File: config.mk
export PLATFORM = sky130hd
export DESIGN_NAME = camLinkBringup
export DESIGN_NICKNAME = d
export VERILOG_FILES = /design/src/rtl/camLinkPkg.sv /design/src/rtl/camLinkCtrl.sv /design/src/rtl/camLinkDatapath.sv /design/src/rtl/camLinkBringup.sv
export SDC_FILE = /design/constraint.sdc
export NUM_CORES = 1
export LEC_CHECK = 0
export CAP_MARGIN = 20
export CORE_MARGIN = 3
export CORE_UTILIZATION = 30
export DETAILED_ROUTE_END_ITERATION = 6
export HOLD_SLACK_MARGIN = 0.15
export PLACE_DENSITY = 0.49
export REMOVE_ABC_BUFFERS = 1
export SYNTH_ARGS = -nofsm -noshare
export SYNTH_HDL_FRONTEND = slang
export SYNTH_SLANG_ARGS = --single-unit
File: constraint.sdc
create_clock -name clk -period 2.15 [get_ports clk]
set_clock_uncertainty 0.05 [all_clocks]
set_input_delay 0.43 -clock clk [delete_from_list [all_inputs] [get_ports clk]]
set_output_delay 0.43 -clock clk [all_outputs]
set_load 0.01 [all_outputs]
File: src/rtl/camLinkPkg.sv
package camLinkPkg;

  // status word field positions (decoded by the PHY side)
  localparam int STOP_DATA_LSB = 4;
  localparam int CLK_HS_BIT    = 8;
  localparam int CLK_STOP_BIT  = 10;

  localparam logic [1:0] RES_NONE   = 2'd0;
  localparam logic [1:0] RES_CLK_TO = 2'd1;
  localparam logic [1:0] RES_LANES  = 2'd2;

  typedef enum logic [3:0] {
    stIdle, stClkOn, stPhyOn, stPhyRst, stCtlRst, stLpReq, stWaitLp,
    stStreamReq, stWaitClk, stRun, stUnStream, stUnLp, stUnRst, stUnClk
  } seqState_t;

  typedef struct packed {
    logic       loadLanes;
    logic       clkOn;
    logic       clkOff;
    logic       shdnRel;
    logic       phyRel;
    logic       ctlRel;
    logic       rstAll;
    logic       lpOn;
    logic       lpOff;
    logic       streamOn;
    logic       streamOff;
    logic       timerRun;
    logic       warn;
    logic       done;
    logic       resLoad;
    logic [1:0] resVal;
  } seqCmd_t;

endpackage

File: src/rtl/camLinkCtrl.sv
module camLinkCtrl
  import camLinkPkg::*;
#(
  parameter int MAX_LANES = 4,
  parameter int LANE_W    = 3
) (
  input  logic              clk,
  input  logic              rstN,
  input  logic              startReq,
  input  logic              stopReq,
  input  logic [LANE_W-1:0] laneCount,
  input  logic              lp11Ok,
  input  logic              clkActive,
  input  logic              timeUp,
  output seqCmd_t           cmd
);

  seqState_t state, stateNext;
  logic failReg, failNext;
  logic laneBad;

  assign laneBad = (laneCount == '0) || (laneCount > LANE_W'(MAX_LANES));

  always_comb begin
    cmd       = '0;
    stateNext = state;
    failNext  = failReg;
    unique case (state)
      stIdle: begin
        if (startReq) begin
          if (laneBad) begin
            cmd.done    = 1'b1;
            cmd.resLoad = 1'b1;
            cmd.resVal  = RES_LANES;
          end else begin
            stateNext = stClkOn;
          end
        end
      end
      stClkOn: begin
        cmd.loadLanes = 1'b1;
        cmd.clkOn     = 1'b1;
        stateNext     = stPhyOn;
      end
      stPhyOn: begin
        cmd.shdnRel = 1'b1;
        stateNext   = stPhyRst;
      end
      stPhyRst: begin
        cmd.phyRel = 1'b1;
        stateNext  = stCtlRst;
      end
      stCtlRst: begin
        cmd.ctlRel = 1'b1;
        stateNext  = stLpReq;
      end
      stLpReq: begin
        cmd.lpOn  = 1'b1;
        stateNext = stWaitLp;
      end
      stWaitLp: begin
        cmd.timerRun = 1'b1;
        if (lp11Ok) begin
          stateNext = stStreamReq;
        end else if (timeUp) begin
          cmd.warn  = 1'b1;
          stateNext = stStreamReq;
        end
      end
      stStreamReq: begin
        cmd.streamOn = 1'b1;
        stateNext    = stWaitClk;
      end
      stWaitClk: begin
        cmd.timerRun = 1'b1;
        if (clkActive) begin
          cmd.done    = 1'b1;
          cmd.resLoad = 1'b1;
          cmd.resVal  = RES_NONE;
          stateNext   = stRun;
        end else if (timeUp) begin
          failNext  = 1'b1;
          stateNext = stUnStream;
        end
      end
      stRun: begin
        if (stopReq) begin
          failNext  = 1'b0;
          stateNext = stUnStream;
        end
      end
      stUnStream: begin
        cmd.streamOff = 1'b1;
        stateNext     = stUnLp;
      end
      stUnLp: begin
        cmd.lpOff = 1'b1;
        stateNext = stUnRst;
      end
      stUnRst: begin
        cmd.rstAll = 1'b1;
        stateNext  = stUnClk;
      end
      stUnClk: begin
        cmd.clkOff  = 1'b1;
        cmd.done    = 1'b1;
        cmd.resLoad = failReg;
        cmd.resVal  = RES_CLK_TO;
        stateNext   = stIdle;
      end
      default: stateNext = stIdle;
    endcase
  end

  always_ff @(posedge clk) begin
    if (!rstN) begin
      state   <= stIdle;
      failReg <= 1'b0;
    end else begin
      state   <= stateNext;
      failReg <= failNext;
    end
  end

  // a refused start leaves the sequencer idle
  p_reject_stays_idle_r3: assert property (@(posedge clk) disable iff (!rstN)
    (state == stIdle && startReq && laneBad) |=> (state == stIdle));

  // start pulses outside idle do not restart the walk
  p_start_ignored_r10: assert property (@(posedge clk) disable iff (!rstN)
    (state == stRun && !stopReq) |=> (state == stRun));

endmodule

File: src/rtl/camLinkDatapath.sv
module camLinkDatapath
  import camLinkPkg::*;
#(
  parameter int MAX_LANES   = 4,
  parameter int LANE_W      = 3,
  parameter int STAT_W      = 16,
  parameter int TIMEOUT_CYC = 50_000_000
) (
  input  logic              clk,
  input  logic              rstN,
  input  seqCmd_t           cmd,
  input  logic [LANE_W-1:0] laneCount,
  input  logic [STAT_W-1:0] phyStatus,
  output logic [LANE_W-1:0] laneCfg,
  output logic              phyShutdownN,
  output logic              phyResetN,
  output logic              ctrlResetN,
  output logic              pixClkEn,
  output logic              sensorLpReq,
  output logic              sensorStreamReq,
  output logic              lp11Warn,
  output logic              doneP,
  output logic [1:0]        errCode,
  output logic              lp11Ok,
  output logic              clkActive,
  output logic              timeUp
);

  localparam int TIMER_W = $clog2(TIMEOUT_CYC + 1);
  localparam logic [TIMER_W-1:0] TIMER_LAST = TIMER_W'(TIMEOUT_CYC - 1);
  localparam logic [STAT_W-1:0] USED_BITS =
      (STAT_W'(1) << CLK_STOP_BIT) | (STAT_W'(1) << CLK_HS_BIT) |
      (((STAT_W'(1) << MAX_LANES) - STAT_W'(1)) << STOP_DATA_LSB);

  logic [TIMER_W-1:0]   timer;
  logic [MAX_LANES-1:0] laneUsed;
  logic [MAX_LANES-1:0] laneStopOk;
  logic                 unusedStatBits;

  assign unusedStatBits = ^(phyStatus & ~USED_BITS);

  // per-lane stop-state qualification: lane i counts when i <= lanes-1
  for (genvar i = 0; i < MAX_LANES; i++) begin : gLane
    localparam logic [LANE_W-1:0] LANE_IDX = LANE_W'(i);
    assign laneUsed[i]   = (laneCfg >= LANE_IDX);
    assign laneStopOk[i] = phyStatus[STOP_DATA_LSB + i] | ~laneUsed[i];
  end

  assign lp11Ok    = phyStatus[CLK_STOP_BIT] & (&laneStopOk);
  assign clkActive = phyStatus[CLK_HS_BIT];
  assign timeUp    = (timer == TIMER_LAST);

  always_ff @(posedge clk) begin
    if (!rstN) begin
      timer <= '0;
    end else if (cmd.timerRun) begin
      timer <= timer + TIMER_W'(1);
    end else begin
      timer <= '0;
    end
  end

  always_ff @(posedge clk) begin
    if (!rstN) begin
      laneCfg         <= '0;
      phyShutdownN    <= 1'b0;
      phyResetN       <= 1'b0;
      ctrlResetN      <= 1'b0;
      pixClkEn        <= 1'b0;
      sensorLpReq     <= 1'b0;
      sensorStreamReq <= 1'b0;
      lp11Warn        <= 1'b0;
      doneP           <= 1'b0;
      errCode         <= RES_NONE;
    end else begin
      lp11Warn <= cmd.warn;
      doneP    <= cmd.done;
      if (cmd.resLoad)   errCode         <= cmd.resVal;
      if (cmd.loadLanes) laneCfg         <= laneCount - LANE_W'(1);
      if (cmd.clkOn)     pixClkEn        <= 1'b1;
      if (cmd.clkOff)    pixClkEn        <= 1'b0;
      if (cmd.shdnRel)   phyShutdownN    <= 1'b1;
      if (cmd.phyRel)    phyResetN       <= 1'b1;
      if (cmd.ctlRel)    ctrlResetN      <= 1'b1;
      if (cmd.lpOn)      sensorLpReq     <= 1'b1;
      if (cmd.lpOff)     sensorLpReq     <= 1'b0;
      if (cmd.streamOn)  sensorStreamReq <= 1'b1;
      if (cmd.streamOff) sensorStreamReq <= 1'b0;
      if (cmd.rstAll) begin
        phyShutdownN <= 1'b0;
        phyResetN    <= 1'b0;
        ctrlResetN   <= 1'b0;
      end
    end
  end

  p_lanecfg_held_r1: assert property (@(posedge clk) disable iff (!rstN)
    (ctrlResetN && $past(ctrlResetN)) |-> $stable(laneCfg));

  p_shdn_after_clk_r2: assert property (@(posedge clk) disable iff (!rstN)
    $rose(phyShutdownN) |-> pixClkEn);

  p_phy_after_shdn_r2: assert property (@(posedge clk) disable iff (!rstN)
    $rose(phyResetN) |-> phyShutdownN);

  p_ctl_after_phy_r2: assert property (@(posedge clk) disable iff (!rstN)
    $rose(ctrlResetN) |-> phyResetN);

  p_warn_only_on_miss_r5: assert property (@(posedge clk) disable iff (!rstN)
    cmd.warn |-> !lp11Ok);

  p_stream_after_lp_r6: assert property (@(posedge clk) disable iff (!rstN)
    $rose(sensorStreamReq) |-> (sensorLpReq && ctrlResetN && phyResetN && phyShutdownN));

  p_clk_drop_last_r8: assert property (@(posedge clk) disable iff (!rstN)
    $fell(pixClkEn) |-> (!ctrlResetN && !phyResetN && !phyShutdownN &&
                         !sensorLpReq && !sensorStreamReq && doneP));

  p_result_with_done_r11: assert property (@(posedge clk) disable iff (!rstN)
    !$stable(errCode) |-> doneP);

endmodule

File: src/rtl/camLinkBringup.sv
module camLinkBringup
  import camLinkPkg::*;
#(
  parameter int MAX_LANES   = 4,
  parameter int STAT_W      = 16,
  parameter int TIMEOUT_CYC = 50_000_000,
  localparam int LANE_W     = $clog2(MAX_LANES + 1)
) (
  input  logic              clk,
  input  logic              rstN,
  input  logic              startReq,
  input  logic              stopReq,
  input  logic [LANE_W-1:0] laneCount,
  input  logic [STAT_W-1:0] phyStatus,
  output logic [LANE_W-1:0] laneCfg,
  output logic              phyShutdownN,
  output logic              phyResetN,
  output logic              ctrlResetN,
  output logic              pixClkEn,
  output logic              sensorLpReq,
  output logic              sensorStreamReq,
  output logic              lp11Warn,
  output logic              doneP,
  output logic [1:0]        errCode
);

  seqCmd_t cmd;
  logic    lp11Ok;
  logic    clkActive;
  logic    timeUp;

  camLinkCtrl #(
    .MAX_LANES(MAX_LANES),
    .LANE_W   (LANE_W)
  ) uCtrl (
    .clk      (clk),
    .rstN     (rstN),
    .startReq (startReq),
    .stopReq  (stopReq),
    .laneCount(laneCount),
    .lp11Ok   (lp11Ok),
    .clkActive(clkActive),
    .timeUp   (timeUp),
    .cmd      (cmd)
  );

  camLinkDatapath #(
    .MAX_LANES  (MAX_LANES),
    .LANE_W     (LANE_W),
    .STAT_W     (STAT_W),
    .TIMEOUT_CYC(TIMEOUT_CYC)
  ) uPath (
    .clk            (clk),
    .rstN           (rstN),
    .cmd            (cmd),
    .laneCount      (laneCount),
    .phyStatus      (phyStatus),
    .laneCfg        (laneCfg),
    .phyShutdownN   (phyShutdownN),
    .phyResetN      (phyResetN),
    .ctrlResetN     (ctrlResetN),
    .pixClkEn       (pixClkEn),
    .sensorLpReq    (sensorLpReq),
    .sensorStreamReq(sensorStreamReq),
    .lp11Warn       (lp11Warn),
    .doneP          (doneP),
    .errCode        (errCode),
    .lp11Ok         (lp11Ok),
    .clkActive      (clkActive),
    .timeUp         (timeUp)
  );

endmodule

==> summary.txt <==
DR WL/cell: 11.8 um
Worst setup EP type: flop
Worst Max-Slew Pin Slew: 538 ps
Critical R2R Launch: uPath.timer[1]$_SDFF_PN0_
die width: 89.5 um
final layout net count: 317
post-route setup TNS: 0 ps
CTS Sinks: 44
first-pass GRT wire length: 7.78 mm
drt total wl: 4.52 mm
sequential share of the synthesized area: 0.421
DR WL met3: 200 um
row cnt: 29
share of flip-flops with an asynchronous set or reset: 0
Worst-Skew Late Latency: 290 ps
synth warn: 0
CTS buffer count: 5
ratio of cells with drive above 1 in the final layout: 0.107
unrepaired setup endpoints after global routing: false
Inserted Diodes: 0
WL met2: 1.98 mm
H-Tree Depth: 2
Netlist cell types: 46
Critical Path Max Stage Delay: 470 ps
met1 wire length: 2.29 mm
synthesized area: 2090 um2
WP buf/inv: 2
clk root buf: clkbuf_8
DRC: 0
worst-path fanout max: 3
Clock Tree Buf Depth: 2
largest net degree at the start of global routing: 27
vias in the first global route: 1,718
maximum vdd ir drop: 0.000262 V
post-CTS setup repair buffer count: 0
First DRT Iteration DRCs: 62
R2R cell count: 6
Post-Syn Instances: 255
crit path cell chain: clkdlybuf4s50_1 > inv_2 > ha_4 > xnor2_4 > or3b_2 > a211o_1 > nand3_1 > a21oi_1
slack of the worst reg-to-reg path: 270 ps
Final setup viols: 0
Hold Slack: 412 ps
Final ANT Viol Nets: 0
slowest stage cell, crit path: clkdlybuf4s50_1
Vias/cell: 4.66
initial core utilization: 0.319
CP Data Required Time: 2260 ps
num ports: 36
Highest Signal Layer: met4
Rel. slew slack: 0.641
crit path capture: uPath.errCode[1]$_SDFFE_PN0P_
Slew Viols, Final: 0
Layout area overhead: 26.2%
crit start category: input pin
DR vias: 1,789
Critical Path Stages: 8
capturing point of the worst reg2reg path: uCtrl.state[1]$_SDFFE_PN0P_
CP arrival: 2190 ps
max cap viols: 0
GRT Total Usage: 0.122
GRT overflow: 0
Die ar.: 8020 um2
Final Util: 0.402
Filler cells: 666
Leak: 0.877 nW
CTS tree: built
Hold/Removal Path Class: flop to flop
Mean Syn Cell Area: 8.21 um2
minimum clock period: 2070 ps
Fmax achieved: 483 MHz
Top FF cell, synth: dfxtp_1
Die Ht: 89.5 um
#FFs+latches synth: 44
Post-synth EDFFs: 0
register clock-pin slew on the reported worst setup and hold paths: 90 ps
antenna violations before repair: 0
final hold vios: 0
global placer's final weighted congestion: 0.796
placed wire-length estimate: 3.16 mm
core area: 6570 um2
PortBufs: 25
Worst Setup SP: laneCount[1]
status: finished, final reports clean
DRT Pass-1 Iters: 4
final worst-path cycle share: 0.964
CP top delay family: buffers and inverters
Pwr Density: 602 nW/um2
CP Class: input pin to flop
[through the flow]
step | cells | cell area, um2 | power, mW | setup slack (ps)
after floorplan | 243 | 2040 | 1.00 | 274
after global placement | 377 | 2530 | 1.11 | -351
after detailed placement | 377 | 2530 | 1.11 | -376
after CTS | 384 | 2620 | 1.62 | 4.08
after global routing | 384 | 2640 | 1.68 | 13.9
final | 384 | 2640 | 1.59 | 77.7
[cells in the final DEF, fill, tap and decap left out, types with 2 or more instances in the layout]
master,instances
a211oi_1,3
a21oi_1,17
a2bb2oi_1,2
a31oi_1,2
and2_1,2
and3_1,3
and4_1,3
buf_4,16
clkbuf_8,5
clkdlybuf4s50_1,24
dfxtp_1,44
ha_1,2
inv_1,11
inv_2,2
mux2i_1,2
nand2_1,18
nand2b_1,3
nand3_1,12
nand3b_1,2
nand4_1,5
nor2_1,32
nor2b_1,3
nor3_1,8
nor4_1,4
o21ai_0,16
or3_1,6
xnor2_1,12
xor2_1,7
[Yosys cell counts, drive strengths merged, types with 4 or more instances]
library cell  instances  area share
dfxtp                44        0.42
nor2                 32       0.057
nand2                19       0.035
a21oi                17       0.041
o21ai                16       0.038
inv                  13       0.023
xnor2                13       0.054
nand3                12       0.029
clkbuf               11       0.020
nor3                  8       0.019
xor2                  7       0.029
or3                   6       0.018
nand4                 5       0.015
nor4                  4       0.012
[flip-flops by register name, indices dropped and copies added, names as in the netlist]
register and count:
uPath.doneP 1, uPath.phyShutdownN 1, uPath.timer 26, uPath.sensorStreamReq 1, uPath.sensorLpReq 1, uPath.errCode 2
uPath.phyResetN 1, uPath.laneCfg 3, uPath.lp11Warn 1, uCtrl.failReg 1, uPath.ctrlResetN 1, uCtrl.state 4
uPath.pixClkEn 1
[kinds of logic (layout without fill, tap and decap cells)]
family,Yosys count,count (layout),share of synthesized area
buf+inv,25,61,0.0466
simple gates,108,108,0.262
compound gates,53,53,0.159
flops,44,44,0.421
fa+ha+maj,3,3,0.0179
mux,2,2,0.00956
xor+xnor,20,20,0.0837
[area by class of cell]
cell class	instances	area, um2	share of cell area
clock buffer	6	72.6	0.0275
clock inverter	1	5.00	0.00189
inverter	13	48.8	0.0185
multi-input combinational	186	1150	0.434
sequential	44	881	0.333
tap	93	116	0.0440
timing repair buffer	41	373	0.141
[worst register-to-register path: cells and delay by family, from the launching register on]
family	cells	cell delay, ps
muxes	1	130
DFF	1	380
and+or+nand+nor	3	830
adders and majority gates	1	180
AOI/OAI and AO/OA	1	190
[how the worst min path moves through the flow]
stage / cells after the start / endpoint / slack, ps / start
floorplan: 1 / uPath.timer[0]$_SDFF_PN0_ / 390 / uPath.timer[0]$_SDFF_PN0_
global placement: 2 / uPath.errCode[0]$_SDFFE_PN0P_ / 400 / uPath.errCode[0]$_SDFFE_PN0P_
detailed placement: 2 / uPath.errCode[0]$_SDFFE_PN0P_ / 400 / uPath.errCode[0]$_SDFFE_PN0P_
CTS: 2 / uPath.errCode[0]$_SDFFE_PN0P_ / 410 / uPath.errCode[0]$_SDFFE_PN0P_
global route: 2 / uPath.errCode[0]$_SDFFE_PN0P_ / 430 / uPath.errCode[0]$_SDFFE_PN0P_
finish: 2 / uPath.errCode[0]$_SDFFE_PN0P_ / 410 / uPath.errCode[0]$_SDFFE_PN0P_
[timing repair]
item,4_1_cts,5_1_grt
hold buffers,0,0
pin swaps,1,3
gates resized for setup,1,6
endpoints found under the setup margin,2,4
[per-layer routing]
layer	global-route usage	vias to the layer above
met2	0.200	24
met3	0.0313	5
met4	0.0284	0
met1	0.161	799
met5	0	-
li1	-	961
[power by group]
group	switching, mW	internal [mW]	leakage [nW]
Sequential	0.0182	0.840	0.356
Combinational	0.116	0.127	0.480
Clock	0.268	0.221	0.0410
No activity file was read; power rests on OpenSTA's default activity.
